$ cat config.mk
export PLATFORM = sky130hd
export DESIGN_NAME = mbus_read_responder
export DESIGN_NICKNAME = d
export VERILOG_FILES = /design/src/rtl/mrr_pkg.sv /design/src/rtl/mrr_cmd_decode.sv /design/src/rtl/mrr_beat_order.sv /design/src/rtl/mrr_wait_timer.sv /design/src/rtl/mbus_read_responder.sv
export SDC_FILE = /design/constraint.sdc
export NUM_CORES = 1
export LEC_CHECK = 0
export ABC_AREA = 1
export BUFFER_PORTS_ARGS = -buffer_cell sky130_fd_sc_hd__buf_2
export CAP_MARGIN = 10
export CORE_ASPECT_RATIO = 0.7
export CORE_MARGIN = 8
export CORE_UTILIZATION = 45
export DETAILED_ROUTE_END_ITERATION = 6
export PLACE_DENSITY_LB_ADDON = 0.15
export SYNTH_ARGS = -nofsm -noshare
export SYNTH_HDL_FRONTEND = slang
export SYNTH_SLANG_ARGS = --single-unit
$ cat constraint.sdc
create_clock -name clk -period 1.87 [get_ports clk]
set_input_delay 0.4675 -clock clk [delete_from_list [all_inputs] [get_ports clk]]
set_output_delay 0.4675 -clock clk [all_outputs]
set_load 0.01 [all_outputs]
$ cat src/rtl/mrr_pkg.sv
package mrr_pkg;

    localparam int CMD_W         = 5;
    localparam int CMD_DATA_BIT  = 4;
    localparam int CMD_WRITE_BIT = 3;

    typedef enum logic [1:0] {
        ST_IDLE,
        ST_WAIT,
        ST_BEAT,
        ST_TURN
    } mrr_state_e;

    typedef enum logic [1:0] {
        KIND_WORD  = 2'b00,
        KIND_DLINE = 2'b01,
        KIND_ILINE = 2'b10,
        KIND_BAD   = 2'b11
    } mrr_kind_e;

endpackage

$ cat src/rtl/mrr_cmd_decode.sv
module mrr_cmd_decode
    import mrr_pkg::*;
#(
    parameter int BEAT_W      = 3,
    parameter int DLINE_BEATS = 4,
    parameter int ILINE_BEATS = 8
) (
    input  logic              cmd_valid_n,
    input  logic [CMD_W-1:0]  cmd,
    output logic              req,
    output mrr_kind_e         kind,
    output logic [BEAT_W-1:0] last_idx
);

    logic unused_cmd_bit;
    assign unused_cmd_bit = cmd[2];

    always_comb begin
        req  = !cmd_valid_n && !cmd[CMD_DATA_BIT] && !cmd[CMD_WRITE_BIT];
        kind = mrr_kind_e'(cmd[1:0]);
        unique case (kind)
            KIND_DLINE: last_idx = BEAT_W'(DLINE_BEATS - 1);
            KIND_ILINE: last_idx = BEAT_W'(ILINE_BEATS - 1);
            default:    last_idx = '0;
        endcase
    end

endmodule

$ cat src/rtl/mrr_beat_order.sv
module mrr_beat_order
    import mrr_pkg::*;
#(
    parameter int WA_W        = 30,
    parameter int BEAT_W      = 3,
    parameter int DLINE_BEATS = 4,
    parameter int ILINE_BEATS = 8
) (
    input  mrr_kind_e         kind,
    input  logic [WA_W-1:0]   base_wa,
    input  logic [BEAT_W-1:0] idx,
    output logic [WA_W-1:0]   word_addr
);

    localparam int D_W = $clog2(DLINE_BEATS);

    logic [WA_W-1:0] off;
    logic [WA_W-1:0] mask;

    always_comb begin
        unique case (kind)
            KIND_DLINE: begin
                mask = WA_W'(DLINE_BEATS - 1);
                off  = WA_W'(idx) & mask;
                // critical half first when the ordering bit is set
                if (base_wa[D_W])
                    off[D_W-1] = idx[D_W-1] ^ base_wa[D_W-1];
            end
            KIND_ILINE: begin
                mask = WA_W'(ILINE_BEATS - 1);
                off  = WA_W'(idx) & mask;
            end
            default: begin
                mask = '0;
                off  = '0;
            end
        endcase
        word_addr = (base_wa & ~mask) | off;
    end

endmodule

$ cat src/rtl/mrr_wait_timer.sv
module mrr_wait_timer #(
    parameter int WAIT_W = 4
) (
    input  logic              clk,
    input  logic              rst_n,
    input  logic              load,
    input  logic [WAIT_W-1:0] load_val,
    input  logic              dec,
    output logic              expired
);

    logic [WAIT_W-1:0] cnt_q;

    always_ff @(posedge clk or negedge rst_n) begin
        if (!rst_n)
            cnt_q <= '0;
        else if (load)
            cnt_q <= load_val;
        else if (dec && cnt_q != '0)
            cnt_q <= cnt_q - 1'b1;
    end

    assign expired = (cnt_q == '0);

    assert_wait_countdown_R4: assert property (@(posedge clk) disable iff (!rst_n)
        (!load && dec && cnt_q != '0) |=> (cnt_q == $past(cnt_q) - 1'b1));

endmodule

$ cat src/rtl/mbus_read_responder.sv
module mbus_read_responder
    import mrr_pkg::*;
#(
    parameter int ADDR_W     = 32,
    parameter int DATA_W     = 32,
    parameter int WAIT_W     = 4,
    parameter int DLINE_BITS = 128,
    parameter int ILINE_BITS = 256
) (
    input  logic                  clk,
    input  logic                  rst_n,
    input  logic                  cmd_valid_n,
    input  logic [CMD_W-1:0]      cmd_in,
    input  logic [ADDR_W-1:0]     ad_in,
    input  logic [WAIT_W-1:0]     wait_cycles,
    output logic [DATA_W-1:0]     ad_out,
    output logic                  ad_oe,
    output logic [CMD_W-1:0]      cmd_out,
    output logic                  cmd_oe,
    output logic                  ext_valid_n,
    output logic                  mem_rd_en,
    output logic [ADDR_W-3:0]     mem_addr,
    input  logic [DATA_W-1:0]     mem_rdata,
    output logic                  err_o
);

    localparam int BYTE_OFF_W  = $clog2(DATA_W / 8);
    localparam int WA_W        = ADDR_W - BYTE_OFF_W;
    localparam int DLINE_BEATS = DLINE_BITS / DATA_W;
    localparam int ILINE_BEATS = ILINE_BITS / DATA_W;
    localparam int BEAT_W      = $clog2(ILINE_BEATS);

    mrr_state_e        state_q, state_d;
    mrr_kind_e         kind_q, dec_kind;
    logic [WA_W-1:0]   wa_q;
    logic [BEAT_W-1:0] beat_q, last_q, dec_last;
    logic              dec_req, accept, wait_done, last_beat, err_q;
    logic [BEAT_W-1:0] issue_idx;
    logic [WA_W-1:0]   issue_wa;

    mrr_cmd_decode #(
        .BEAT_W(BEAT_W), .DLINE_BEATS(DLINE_BEATS), .ILINE_BEATS(ILINE_BEATS)
    ) i_decode (
        .cmd_valid_n(cmd_valid_n),
        .cmd        (cmd_in),
        .req        (dec_req),
        .kind       (dec_kind),
        .last_idx   (dec_last)
    );

    assign accept = (state_q == ST_IDLE) && dec_req;

    mrr_wait_timer #(.WAIT_W(WAIT_W)) i_timer (
        .clk     (clk),
        .rst_n   (rst_n),
        .load    (accept),
        .load_val(wait_cycles),
        .dec     (state_q == ST_WAIT),
        .expired (wait_done)
    );

    assign last_beat = (beat_q == last_q);
    assign issue_idx = (state_q == ST_WAIT) ? '0 : beat_q + 1'b1;

    mrr_beat_order #(
        .WA_W(WA_W), .BEAT_W(BEAT_W),
        .DLINE_BEATS(DLINE_BEATS), .ILINE_BEATS(ILINE_BEATS)
    ) i_order (
        .kind     (kind_q),
        .base_wa  (wa_q),
        .idx      (issue_idx),
        .word_addr(issue_wa)
    );

    // next state
    always_comb begin
        state_d = state_q;
        unique case (state_q)
            ST_IDLE: if (accept)    state_d = ST_WAIT;
            ST_WAIT: if (wait_done) state_d = ST_BEAT;
            ST_BEAT: if (last_beat) state_d = ST_TURN;
            ST_TURN:                state_d = ST_IDLE;
        endcase
    end

    // state register and request context
    always_ff @(posedge clk or negedge rst_n) begin
        if (!rst_n) begin
            state_q <= ST_IDLE;
            kind_q  <= KIND_WORD;
            wa_q    <= '0;
            beat_q  <= '0;
            last_q  <= '0;
            err_q   <= 1'b0;
        end else begin
            state_q <= state_d;
            if (accept) begin
                kind_q <= dec_kind;
                wa_q   <= ad_in[ADDR_W-1:BYTE_OFF_W];
                last_q <= dec_last;
                beat_q <= '0;
                if (dec_kind == KIND_BAD)
                    err_q <= 1'b1;
            end else if (state_q == ST_BEAT && !last_beat) begin
                beat_q <= beat_q + 1'b1;
            end
        end
    end

    // outputs
    always_comb begin
        ad_oe       = 1'b0;
        cmd_oe      = 1'b0;
        ext_valid_n = 1'b1;
        ad_out      = '0;
        cmd_out     = '0;
        mem_rd_en   = 1'b0;
        mem_addr    = issue_wa;
        unique case (state_q)
            ST_WAIT: begin
                mem_rd_en = wait_done && (kind_q != KIND_BAD);
            end
            ST_BEAT: begin
                ad_oe       = 1'b1;
                cmd_oe      = 1'b1;
                ext_valid_n = 1'b0;
                ad_out      = (kind_q == KIND_BAD) ? '0 : mem_rdata;
                cmd_out[CMD_DATA_BIT] = 1'b1;
                cmd_out[0]  = last_beat;
                mem_rd_en   = !last_beat && (kind_q != KIND_BAD);
            end
            default: ;
        endcase
    end

    assign err_o = err_q;

    assert_beat_drives_buses_R5: assert property (@(posedge clk) disable iff (!rst_n)
        !ext_valid_n |-> (ad_oe && cmd_oe && cmd_out[CMD_DATA_BIT]));

    assert_beat_index_steps_R5: assert property (@(posedge clk) disable iff (!rst_n)
        (state_q == ST_BEAT && !last_beat) |=> (state_q == ST_BEAT && beat_q == $past(beat_q) + 1'b1));

    assert_release_after_last_R10: assert property (@(posedge clk) disable iff (!rst_n)
        (!ext_valid_n && cmd_out[0]) |=> (ext_valid_n && !ad_oe && !cmd_oe));

    assert_reject_stays_idle_R2: assert property (@(posedge clk) disable iff (!rst_n)
        (state_q == ST_IDLE && (cmd_valid_n || cmd_in[CMD_DATA_BIT] || cmd_in[CMD_WRITE_BIT]))
        |=> (state_q == ST_IDLE && ext_valid_n));

    assert_read_feeds_beat_R12: assert property (@(posedge clk) disable iff (!rst_n)
        mem_rd_en |=> !ext_valid_n);

    assert_bad_no_read_R11: assert property (@(posedge clk) disable iff (!rst_n)
        (kind_q == KIND_BAD && state_q != ST_IDLE) |-> !mem_rd_en);

    assert_err_sticky_R11: assert property (@(posedge clk) disable iff (!rst_n)
        err_o |=> err_o);

endmodule

* After elaboration in Yosys (flattened, before gate mapping)
Cells that the tools add are included.
Operators by class: muxes and demuxes 19, add/sub/neg operators 2, bitwise logic cells 4, reductions and logical operators 18, equality and inequality tests 14
Operators by type and width (number):
- 32-bit 2-to-1 mux | 2
- 30-bit AND | 1
- 3-bit NOT with 30-bit output | 1
- 30-bit by 3-bit bitwise OR with 30-bit output | 1
- 3-bit one-hot mux with 2 select lines | 3
- 2-bit equality test, second input constant | 6
- 3-bit 2-to-1 mux | 3
- 4-bit 2-to-1 mux | 2
- 2-bit != test, second input constant | 4
- 2-bit one-hot mux with 4 select lines | 1
- 1-bit logical AND | 7
- 2-bit by 1-bit equality test with 1-bit output, second input constant | 3
- 2-bit 2-to-1 mux | 3
- 1-bit logical NOT | 4
- 4-bit logical NOT | 1
- 1-bit 2-to-1 mux | 4
- 2-bit nonzero test | 2
- 4-bit nonzero test | 1
- 4-bit by 1-bit subtractor with 4-bit output, second input constant | 1
- 3-bit by 1-bit adder with 3-bit output, second input constant | 1
- 3-bit equality test | 1
- 3-bit AND reduction | 1
- 2-bit logical NOT | 1
- 1-bit one-hot mux with 2 select lines | 1
- 2 further kinds | 2
Word-level totals: word-level logic and storage cells 64, input bits 76, output and inout bits 72, flip-flop bits (word level) 45

* Depth between registers and ports, before layout
Gate-level depths: netlist of run 1.
word-level depth 6, mapped depth 9, depth with buffers taken out 9

* Modules after synthesis
Synthesis of run 1 repeated with hierarchy kept, for this count alone.
Second synthesis, totals: cell total of the unflattened synthesis 385, area total of the unflattened synthesis 2775.2 um^2
Modules (own cells, without submodules):
- mbus_read_responder | times used 1, cells an instance 285, area each 2112.0 um^2, sequential area each 1026.0 um^2
- mrr_beat_order | times used 1, cells an instance 44, area each 307.8 um^2, sequential area each 0.0 um^2
- mrr_wait_timer | times used 1, cells an instance 46, area each 295.3 um^2, sequential area each 100.1 um^2
- mrr_cmd_decode | times used 1, cells an instance 10, area each 60.1 um^2, sequential area each 0.0 um^2

* Worst setup path before layout of run 1
No wires, ideal clock.
kind reg-to-output, start point register state_q[0], end point output ad_out[10], required time 1.402 ns, path buffers 2, data arrival time 1.336 ns, cell stages (with the launch flop) 7, setup slack 0.067 ns, cells stage by stage dfrtp_1 -> inv_1 -> ha_1 -> clkbuf_2 -> nand2_1 -> buf_2 -> nor2_1
On the way: word-level cells in the longest chain between the ends 2
Ends and longest elaborated chain:
- start: declaration | RTL line mbus_read_responder.sv:33 | mrr_state_e state_q, state_d;
- start signal: assignment | RTL line mbus_read_responder.sv:96 | state_q <= state_d;
- 2-bit equality test | RTL line mbus_read_responder.sv:119 | unique case (state_q)
- 32-bit 2-to-1 mux | RTL line mbus_read_responder.sv:119
- end: declaration | RTL line mbus_read_responder.sv:16 | output logic [DATA_W-1:0] ad_out,
No other way between the ends.

* Final worst setup path of run 1
start point register kind_q[0], end point output ad_out[30]
On the way: word-level cells in the longest chain between the ends 3
Ends and longest elaborated chain:
- start: declaration | RTL line mbus_read_responder.sv:34 | mrr_kind_e kind_q, dec_kind;
- start signal: assignment | RTL line mbus_read_responder.sv:98 | kind_q <= dec_kind;
- 2-bit equality test | RTL line mbus_read_responder.sv:127 | ad_out = (kind_q == KIND_BAD) ? '0 : mem_rdata;
- 32-bit 2-to-1 mux | RTL line mbus_read_responder.sv:127
- 32-bit 2-to-1 mux | RTL line mbus_read_responder.sv:119
No other way between the ends.

==> run metrics, run 1 <==
Core ar. 5670 sq um; final worst path period need 2010 ps; layout cells sized above 1 0.428; WHS 96.6 ps; Worst Path Required 1400 ps; TritonRoute pass-1 iters 4; mapped cell area 2620 sq um; die span in y roughly 80 um; worst r2r path cells 9; most frequent cell after synthesis nand2_1; final wirelength 7270 um; critical path class reg -> out; worst min-delay path class in -> async; CTS clk-pin slew, worst paths 90 ps; DR WL met3 around 770 um; vias per cell ~4.4; final period utilization 1.08; Yosys top cell area share 0.420; unrepaired setup endpoints after global routing true; Layout area overhead 39.7%; FF-to-FF End i_timer.cnt_q[2]$_DFFE_PN0P_; largest net degree at the start of global routing 28; Gate power share 0.580; min setup slack post-route -143 ps; Clock Tree Buf Depth 2; Slew Limit Fails 0; Max H-tree Level 2; clock power share 0.131; TritonCTS clock tree yes; Pleak ~2.2 nW; wl on met1 2960 um; WL per Instance 12.9 um; hold bufs inserted after CTS 0; Place WS 42.7 ps; post-route clock skew 9.22 ps; sequential area share after synthesis 0.420; Synth Instances roughly 360; Synth async-reset ratio 1.00; reg2reg start state_q[0]$_DFFE_PN0P_; MaxCap Viol Count 0; synthesized area per cell 7.30 sq um; met2 WL 3500 um; EDFF count, synth 0; DR iter-0 viols 60; Critical Path AT 1550 ps; post-route ant nets 0; Chip Width around 110 um; Worst setup EP type primary output; Final #Nets 573; routed via count 2,469; total inserted antenna cells 0; IO Port Bufs 141; top layer in use met4; main flop type after synthesis dfrtp_1; initial core utilization 0.462; # rows 23; Num CTS Buffers 5; share of power burned in registers 0.289; final count of negative-setup-slack endpoints 36; die area 8560 sq um; CP Max Fanout 16; post-synthesis cell type count 26; first-pass GRT wire length between 10,000 and 15,000 um; initial antenna violation count 0; DP HPWL about 5500 um; Area contributors post-synth dfrtp_1 (42%), nand2_1 (18%), buf_4 (9.5%), inv_1 (7.7%), nor2_1 (5.4%); Num Clock Sinks 44; Hold Vio Cnt, Final 0; internal power 0.00340 W; Max Freq 497 MHz; Placed Instances 540; drc violations 0; failing checks setup timing; synth warn 0; GP Congestion 0.775; Switching Fraction 0.415; area leader, netlist dfrtp_1; Reg2Reg Setup Slack 340 ps; io pins roughly 150; CTS root buf clkbuf_8; grt ovf 0; flops & latches, synth 44; via count of the first global-routing pass 2,382; GRT Util Overall 0.159; Post-synth top cells nand2_1 (123), inv_1 (54), dfrtp_1 (44); pwr dens 1590 nW/um^2; outcome finished, violations left; sw power 0.00241 W; Core Util, Final 0.646; clk_lat worst skew 300 ps; worst vdd ir 681 uV; Final Non-Filler Cells 563; Startpoint Class flip-flop
## timing repair
item | in CTS | in global routing
endpoints found under the setup margin | 37 | 37
gates cloned | 1 | 1
setup buffers | 8 | 5
pin swaps | 9 | 3
resized for setup | 37 | 16
## cell type report
type / instances / area, sq um
clock buffer: 6 / 82.6
sequential: 44 / 1100
clock inverter: 2 / 38.8
tap: 75 / 93.8
timing repair buffer: 164 / 990
multi-input combinational: 217 / 1140
inverter: 55 / 209
fill: 517 / 2010
## worst max-delay path: stages (launching register included)
cell	delay, ps
dfrtp_1	430
ha_2	210
inv_2	100
nand2_8	80
buf_12	150
nor2_1	120
buf_2	150
## metrics by stage
stage	TNS (ps)	area (sq um)	total power, W
5_1_grt	-5330	3660	0.00630
3_3_place_gp	0	3180	0.00417
3_5_place_dp	0	3180	0.00425
4_1_cts	-3020	3530	0.00556
6_report	-2740	3660	0.00580
2_1_floorplan	0	2630	0.00363
## per-layer routing
layer,GRT usage,up-vias
li1,-,1287
met2,0.274,92
met4,0.0252,0
met3,0.0669,7
met1,0.184,1083
met5,0,-
## cell families (layout without fill, tap and decap cells)
family                   Yosys count  count (layout)  synth area share
AND/OR/NAND/NOR                  186             186             0.285
buffers and inverters            100             227             0.206
flip-flops                        44              44             0.420
AO/OA/AOI/OAI                     16              16            0.0334
adder cells (fa/ha/maj)           10              10            0.0478
XOR/XNOR                           2               2           0.00669
other                              1               3           0.00143
## worst max-delay path by stage
stage / from / endpoint / slack (ps) / cells past startpoint
3_5_place_dp: state_q[0]$_DFFE_PN0P_ / ad_out[31] / 40 / 6
5_1_grt: state_q[0]$_DFFE_PN0P_ / ad_out[30] / -180 / 6
2_1_floorplan: state_q[0]$_DFFE_PN0P_ / ad_out[10] / 70 / 6
6_report: kind_q[0]$_DFFE_PN0P_ / ad_out[30] / -140 / 6
3_3_place_gp: state_q[0]$_DFFE_PN0P_ / ad_out[5] / 110 / 6
4_1_cts: kind_q[1]$_DFFE_PN0P_ / ad_out[31] / -100 / 6
## cell usage in the layout, fill, tap and decap left out, drive strengths merged
master / synthesis / routed
nand3: 16 / 16
bufinv: 0 / 1
o211ai: 1 / 1
clkinv: 0 / 1
a21o: 1 / 1
o21ai: 11 / 11
nand4: 5 / 5
conb: 1 / 3
or2: 1 / 1
xnor2: 1 / 1
buf: 44 / 163
dfrtp: 44 / 44
nor2: 39 / 39
a31oi: 1 / 1
xor2: 1 / 1
o22ai: 1 / 1
inv: 55 / 55
a21oi: 1 / 1
ha: 10 / 10
nand2: 125 / 125
clkbuf: 1 / 7
## power groups by stage
stage,Sequential (W),Clock [W],Combinational [W]
3_5_place_dp,0.00168,0,0.00258
5_1_grt,0.00173,0.000812,0.00375
2_1_floorplan,0.00163,0,0.00201
3_3_place_gp,0.00166,0,0.00251
6_report,0.00168,0.000758,0.00337
4_1_cts,0.00169,0.000780,0.00309
## registers in the layout, summed over array words and instances (netlist names)
| register | flops |
|---|---|
| i_timer.cnt_q | 4 |
| kind_q | 2 |
| wa_q | 30 |
| last_q | 2 |
| state_q | 2 |
| beat_q | 3 |
| err_o | 1 |
Power figures use the tool's default switching activity.
==> run 2, diff against run 1 <==
--- a/config.mk
+++ b/config.mk
@@ -10,9 +10,11 @@
 export CAP_MARGIN = 10
 export CORE_ASPECT_RATIO = 0.7
 export CORE_MARGIN = 8
-export CORE_UTILIZATION = 45
+export CORE_UTILIZATION = 41
 export DETAILED_ROUTE_END_ITERATION = 6
 export PLACE_DENSITY_LB_ADDON = 0.15
+export SKIP_LAST_GASP = 1
 export SYNTH_ARGS = -nofsm -noshare
 export SYNTH_HDL_FRONTEND = slang
+export SYNTH_HIERARCHICAL = 1
 export SYNTH_SLANG_ARGS = --single-unit
==> constraint.sdc (replaced) <==
create_clock -name clk -period 1.8 [get_ports clk]
set_input_delay 0.45 -clock clk [delete_from_list [all_inputs] [get_ports clk]]
set_output_delay 0.45 -clock clk [all_outputs]
set_load 0.01 [all_outputs]
==> run 2 against run 1 <==
Against the previous run:
- the flow still finishes with violations (setup timing)
- clock power is 21% lower
- hold slack better by 23 ps
- via count grew 7.1%
==> run metrics, run 2 <==
Worst setup EP type primary output; hold bufs inserted after CTS 0; initial core utilization 0.417; layout cells sized above 1 0.465; synth warn 6; Core ar. between 6000 and 7000 sq um; min setup slack post-route -222 ps; routed via count between 2k and 3k; TritonRoute pass-1 iters 4; DR iter-0 viols 98; synthesized area per cell 7.21 sq um; DP HPWL 5570 um; Slew Limit Fails 0; post-route clock skew around 2.9 ps; sequential area share after synthesis 0.406; Hold Vio Cnt, Final 0; Area contributors post-synth dfrtp_1 (41%), nand2_1 (19%), buf_4 (11%), inv_1 (7.8%), nor2_1 (5.1%); most frequent cell after synthesis nand2_1; most used cell, CP inv_2; initial antenna violation count 0; outcome finished, violations left; Final #Nets 594; Yosys top cell area share 0.406; Post-synth top cells nand2_1 (142), inv_1 (58), dfrtp_1 (45); vias per cell 4.38; Gate power share 0.638; MaxCap Viol Count 0; Synth Instances 385; Pleak 2.36 nW; share of power burned in registers 0.273; Critical Path AT 1570 ps; Startpoint Class flip-flop; GRT Util Overall 0.153; Top reg by flops wa_q; Slowest cell on crit path dfrtp_1; CTS clk-pin slew, worst paths roughly 80 ps; final period utilization 1.12; clock power share 0.088; critical path class reg -> out; die area 9700 sq um; Place WS 8.29 ps; TritonCTS clock tree yes; # rows 25; Max H-tree Level 2; post-route ant nets 0; Filler Cells Inserted 594; Switching Fraction 0.433; slew margin rel. 0.661; WHS 120 ps; Synth async-reset ratio 1.00; internal power 0.00386 W; pwr dens 1650 nW/um^2; clk_lat worst skew 280 ps; total inserted antenna cells 0; failing checks setup timing; Num CTS Buffers 5; EDFF count, synth 0; sw power 0.00295 W; die span in y 84.8 um; Worst Path Required ~1400 ps; largest net degree at the start of global routing 40; Num Clock Sinks 45; Tightest Pin Transition 508 ps; main flop type after synthesis dfrtp_1; first-pass GRT wire length 12,100 um; drc violations 0; final worst path period need 2020 ps; worst min-delay path class in -> async; Max Freq 495 MHz; IO Port Bufs 141; CP peak stage delay approximately 420 ps; unrepaired setup endpoints after global routing true; WL per Instance between 10 and 15 um; Layout area overhead 49.0%; area leader, netlist dfrtp_1; max reg flops 30; worst vdd ir 707 uV; CTS root buf clkbuf_8; commonest non-fill, non-tap cell in the layout nand2_1; final wirelength about 8400 um; Chip Width 114 um; post-synthesis cell type count 28; worst path cell trace ha_4 -> inv_2 -> nor2_4 -> inv_2 -> nand2_1 -> nand3_2 -> a21oi_2 -> buf_2; most frequent cells in the layout nand2_1 (141), buf_2 (111), inv_1 (51), dfrtp_1 (44), buf_6 (33); biggest regs wa_q (30), i_timer/cnt_q (4); GP Congestion 0.783; grt ovf 0; flops & latches, synth 45; final count of negative-setup-slack endpoints 41; CP Max Fanout 3; io pins between 100 and 150; mapped cell area 2780 sq um; Clock Tree Buf Depth 2; via count of the first global-routing pass between 2k and 3k
run 2: cell count changes in the layout (fill, tap and decap cells not counted), moves of 3 or more:
cell / before / now
nor2_1: 33 / 5
buf_2: 137 / 111
buf_6: 7 / 33
nor2_4: 0 / 25
nand2_1: 120 / 141
inv_1: 44 / 51
nor2_2: 6 / 10
o21ai_1: 5 / 1
buf_4: 15 / 12
run 2: cell families after synthesis:
| logic type | count (synthesis) | synth area share |
|---|---|---|
| AO/OA/AOI/OAI | 10 | 0.0212 |
| adder cells (fa/ha/maj) | 9 | 0.0406 |
| multiplexers | 1 | 0.00406 |
| XOR/XNOR | 2 | 0.00902 |
| other | 1 | 0.00135 |
| flip-flops | 45 | 0.406 |
| AND/OR/NAND/NOR | 208 | 0.312 |
| buffers and inverters | 109 | 0.206 |
run 2: power groups by stage:
stage	clock, W	combinational (W)	sequential (W)
finish	0.000602	0.00435	0.00186
global route	0.000664	0.00478	0.00193
CTS	0.000628	0.00365	0.00185
detailed placement	0	0.00312	0.00183
global placement	0	0.00306	0.00182
floorplan	0	0.00240	0.00179
run 2: layout make-up:
class                      count  area [sq um]  share of cell area
clock buffer                   7          76.3              0.0185
inverter                      62           233              0.0563
clock inverter                 1          7.51             0.00182
sequential                    45          1130               0.273
multi-input combinational    233          1420               0.342
timing repair buffer         162          1160               0.280
tap                           94           118              0.0285
run 2: critical path, delay by kind of cell (launching register included):
| family | cells | cell delay, ps |
|---|---|---|
| flops | 1 | 420 |
| simple gates | 3 | 240 |
| buf+inv | 3 | 220 |
| fa+ha+maj | 1 | 280 |
| compound gates | 1 | 130 |
run 2: per-stage QoR:
| step | instances | total power [W] | util | setup TNS [ps] | area [sq um] |
|---|---|---|---|---|---|
| floorplan | 387 | 0.00419 | - | 0 | 2790 |
| finish | 604 | 0.00681 | 0.620 | -5350 | 4130 |
| CTS | 599 | 0.00613 | 0.558 | -5780 | 3710 |
| detailed placement | 585 | 0.00495 | 0.508 | 0 | 3380 |
| global route | 604 | 0.00737 | 0.620 | -8500 | 4130 |
| global placement | 585 | 0.00487 | 0.508 | 0 | 3380 |
run 2: worst paths after layout:
path | start | to | slack [ps] | cells past startpoint
max | beat_q[0]$_DFFE_PN0P_ | mem_addr[1] | -220 | 8
min | rst_n | wa_q[25]$_DFFE_PN0P_ | 120 | 1
max reg2reg | state_q[1]$_DFFE_PN0P_ | state_q[0]$_DFFE_PN0P_ | 40 | 9
min reg2reg | err_o$_DFFE_PN0P_ | err_o$_DFFE_PN0P_ | 470 | 1
max in group asynchronous | rst_n | state_q[0]$_DFFE_PN0P_ | 1160 | 2
min in group clk | ad_in[16] | wa_q[14]$_DFFE_PN0P_ | 350 | 3
run 2: routing by layer:
metal	vias up	GRT usage	wire (um)
met5	-	0	0
met4	0	0.0325	80
met3	8	0.0595	685
met2	92	0.253	4110
met1	1204	0.185	3490
li1	1340	-	-
run 2: timing repair:
action,4_1_cts,5_1_grt
pin swaps,5,7
gates resized for setup,38,81
cloned,2,1
buffers inserted,4,5
hold endpoints to repair,0,0
setup endpoints to repair,37,41
==> run 3, diff against run 2 <==
--- a/config.mk
+++ b/config.mk
@@ -8,7 +8,6 @@
 export ABC_AREA = 1
 export BUFFER_PORTS_ARGS = -buffer_cell sky130_fd_sc_hd__buf_2
 export CAP_MARGIN = 10
-export CORE_ASPECT_RATIO = 0.7
 export CORE_MARGIN = 8
 export CORE_UTILIZATION = 41
 export DETAILED_ROUTE_END_ITERATION = 6
==> run 3 against run 2 <==
Against the previous run:
- the run still ends with setup timing left
- register-to-register slack worse by 20 ps
- clock skew is 2.9 ps higher
- setup slack worse by 88 ps
- clock power is 7.0% lower
- global-route usage is 0.25 points lower
- via count is 0.98% higher
- highest routed layer unchanged
==> run metrics, run 3 (synthesized netlist as in run 2, its figures left out) <==
top layer in use met4; vias per cell 4.53; TritonCTS clock tree yes; Critical Path AT 1660 ps; Placed Instances 571; # rows 30; CP Max Fanout 3; unrepaired setup endpoints after global routing true; Max H-tree Level 2; grt ovf 0; max reg flops 30; IO Port Bufs 141; post-route clock skew 5.75 ps; via count of the first global-routing pass 2,635; GRT Util Overall 0.151; worst vdd ir 903 uV; outcome finished, violations left; reg2reg start state_q[1]$_DFFE_PN0P_; GP Congestion between 0.7 and 0.8; Slowest cell on crit path dfrtp_1; failing checks setup timing; worst path cell trace ha_4 -> inv_4 -> nor2_4 -> inv_2 -> nand2_2 -> nand3_2 -> a21oi_2 -> buf_2; clk_lat worst skew 290 ps; commonest non-fill, non-tap cell in the layout nand2_1; MaxCap Viol Count 0; Place WS -5.34 ps; die area slightly below 10,000 sq um; largest net degree at the start of global routing 39; TritonRoute pass-1 iters 4; Pleak 2.37 nW; CTS root buf clkbuf_8; Worst Path Required 1350 ps; worst min-delay path class in -> async; critical path class reg -> out; Clock Tree Buf Depth 2; CP peak stage delay around 420 ps; final count of negative-setup-slack endpoints 41; Slew Limit Fails 0; Final #Nets 595; worst r2r path cells 9; register area 1130 sq um; drc violations 0; wl on met1 3250 um; Reg2Reg Setup Slack 20 ps; most frequent cells in the layout nand2_1 (140), buf_2 (107), inv_1 (52), dfrtp_1 (44), buf_6 (37); WL per Instance around 15 um; Worst setup EP type primary output; DP HPWL approximately 5500 um; final worst path period need between 2000 and 2500 ps; final period utilization 1.17; biggest regs wa_q (30), i_timer/cnt_q (4); Startpoint Class flip-flop; FF-to-FF End state_q[0]$_DFFE_PN0P_; Chip Width 98.3 um; Max Freq 474 MHz; io pins 148; DR iter-0 viols slightly below 70; CTS clk-pin slew, worst paths 80 ps; Filler Cells Inserted 562; Top reg by flops wa_q; die span in y approximately 98 um; met2 WL 4410 um; Core ar. between 6000 and 7000 sq um; initial core utilization 0.415; Layout area overhead 48.6%; Hold Vio Cnt, Final 0; post-route ant nets 0; final wirelength 8610 um; Num Clock Sinks 45; final total power 0.00680 W; routed via count 2,670; first-pass GRT wire length 12,200 um; area of the multi-input gates 1410 sq um; total inserted antenna cells 0; pwr dens ~1600 nW/um^2; Num CTS Buffers 5; layout cells sized above 1 0.464; DR WL met3 670 um; Final Non-Filler Cells between 500 and 600; initial antenna violation count 0; min setup slack post-route -310 ps
-- run 3: what timing repair did --
item | 4_1_cts | 5_1_grt
gates resized for setup | 26 | 100
setup buffers | 7 | 2
setup endpoints to repair | 37 | 41
hold buffers | 0 | 0
cloned | 3 | 0
pin swaps | 4 | 7
-- run 3: critical path: cells and delay by family, from the launching register on --
family,cells,cell delay [ps]
buffers and inverters,3,240
AND/OR/NAND/NOR,3,230
AO/OA/AOI/OAI,1,180
adder cells (fa/ha/maj),1,300
flip-flops,1,420
-- run 3: worst max path at each step --
| stage | from | end | cells after the start |
|---|---|---|---|
| finish | beat_q[1]$_DFFE_PN0P_ | mem_addr[1] | 8 |
| global route | beat_q[0]$_DFFE_PN0P_ | mem_addr[1] | 8 |
| CTS | beat_q[1]$_DFFE_PN0P_ | mem_addr[1] | 8 |
| detailed placement | beat_q[1]$_DFFE_PN0P_ | mem_addr[1] | 8 |
| global placement | beat_q[0]$_DFFE_PN0P_ | mem_addr[1] | 8 |
| floorplan | state_q[0]$_DFFE_PN0P_ | ad_out[0] | 6 |
-- run 3: area by class of cell --
| cell class | count | share of cell area |
|---|---|---|
| clock buffer | 5 | 0.0167 |
| sequential | 45 | 0.273 |
| inverter | 62 | 0.0571 |
| tap | 80 | 0.0243 |
| timing repair buffer | 163 | 0.286 |
| clock inverter | 1 | 0.00121 |
| multi-input combinational | 233 | 0.341 |
-- run 3: layer usage --
| metal | up-vias | global-route usage |
|---|---|---|
| met5 | - | 0 |
| met4 | 0 | 0.0378 |
| met3 | 17 | 0.0562 |
| met2 | 111 | 0.272 |
| met1 | 1199 | 0.162 |
| li1 | 1343 | - |
-- run 3: power by group --
part           switching (W)  internal, W  total (W)
clock               0.000304     0.000256   0.000560
sequential          0.000346      0.00152    0.00186
combinational        0.00232      0.00206    0.00438
-- run 3: through the flow --
stage,TNS [ps],utilization,hold slack (ps),area (sq um)
global placement,0,0.502,383,3350
CTS,-4540,0.549,64.0,3660
global route,-7690,0.617,89.3,4120
floorplan,0,-,154,2790
finish,-5170,0.617,61.3,4120
detailed placement,-5.34,0.502,388,3350
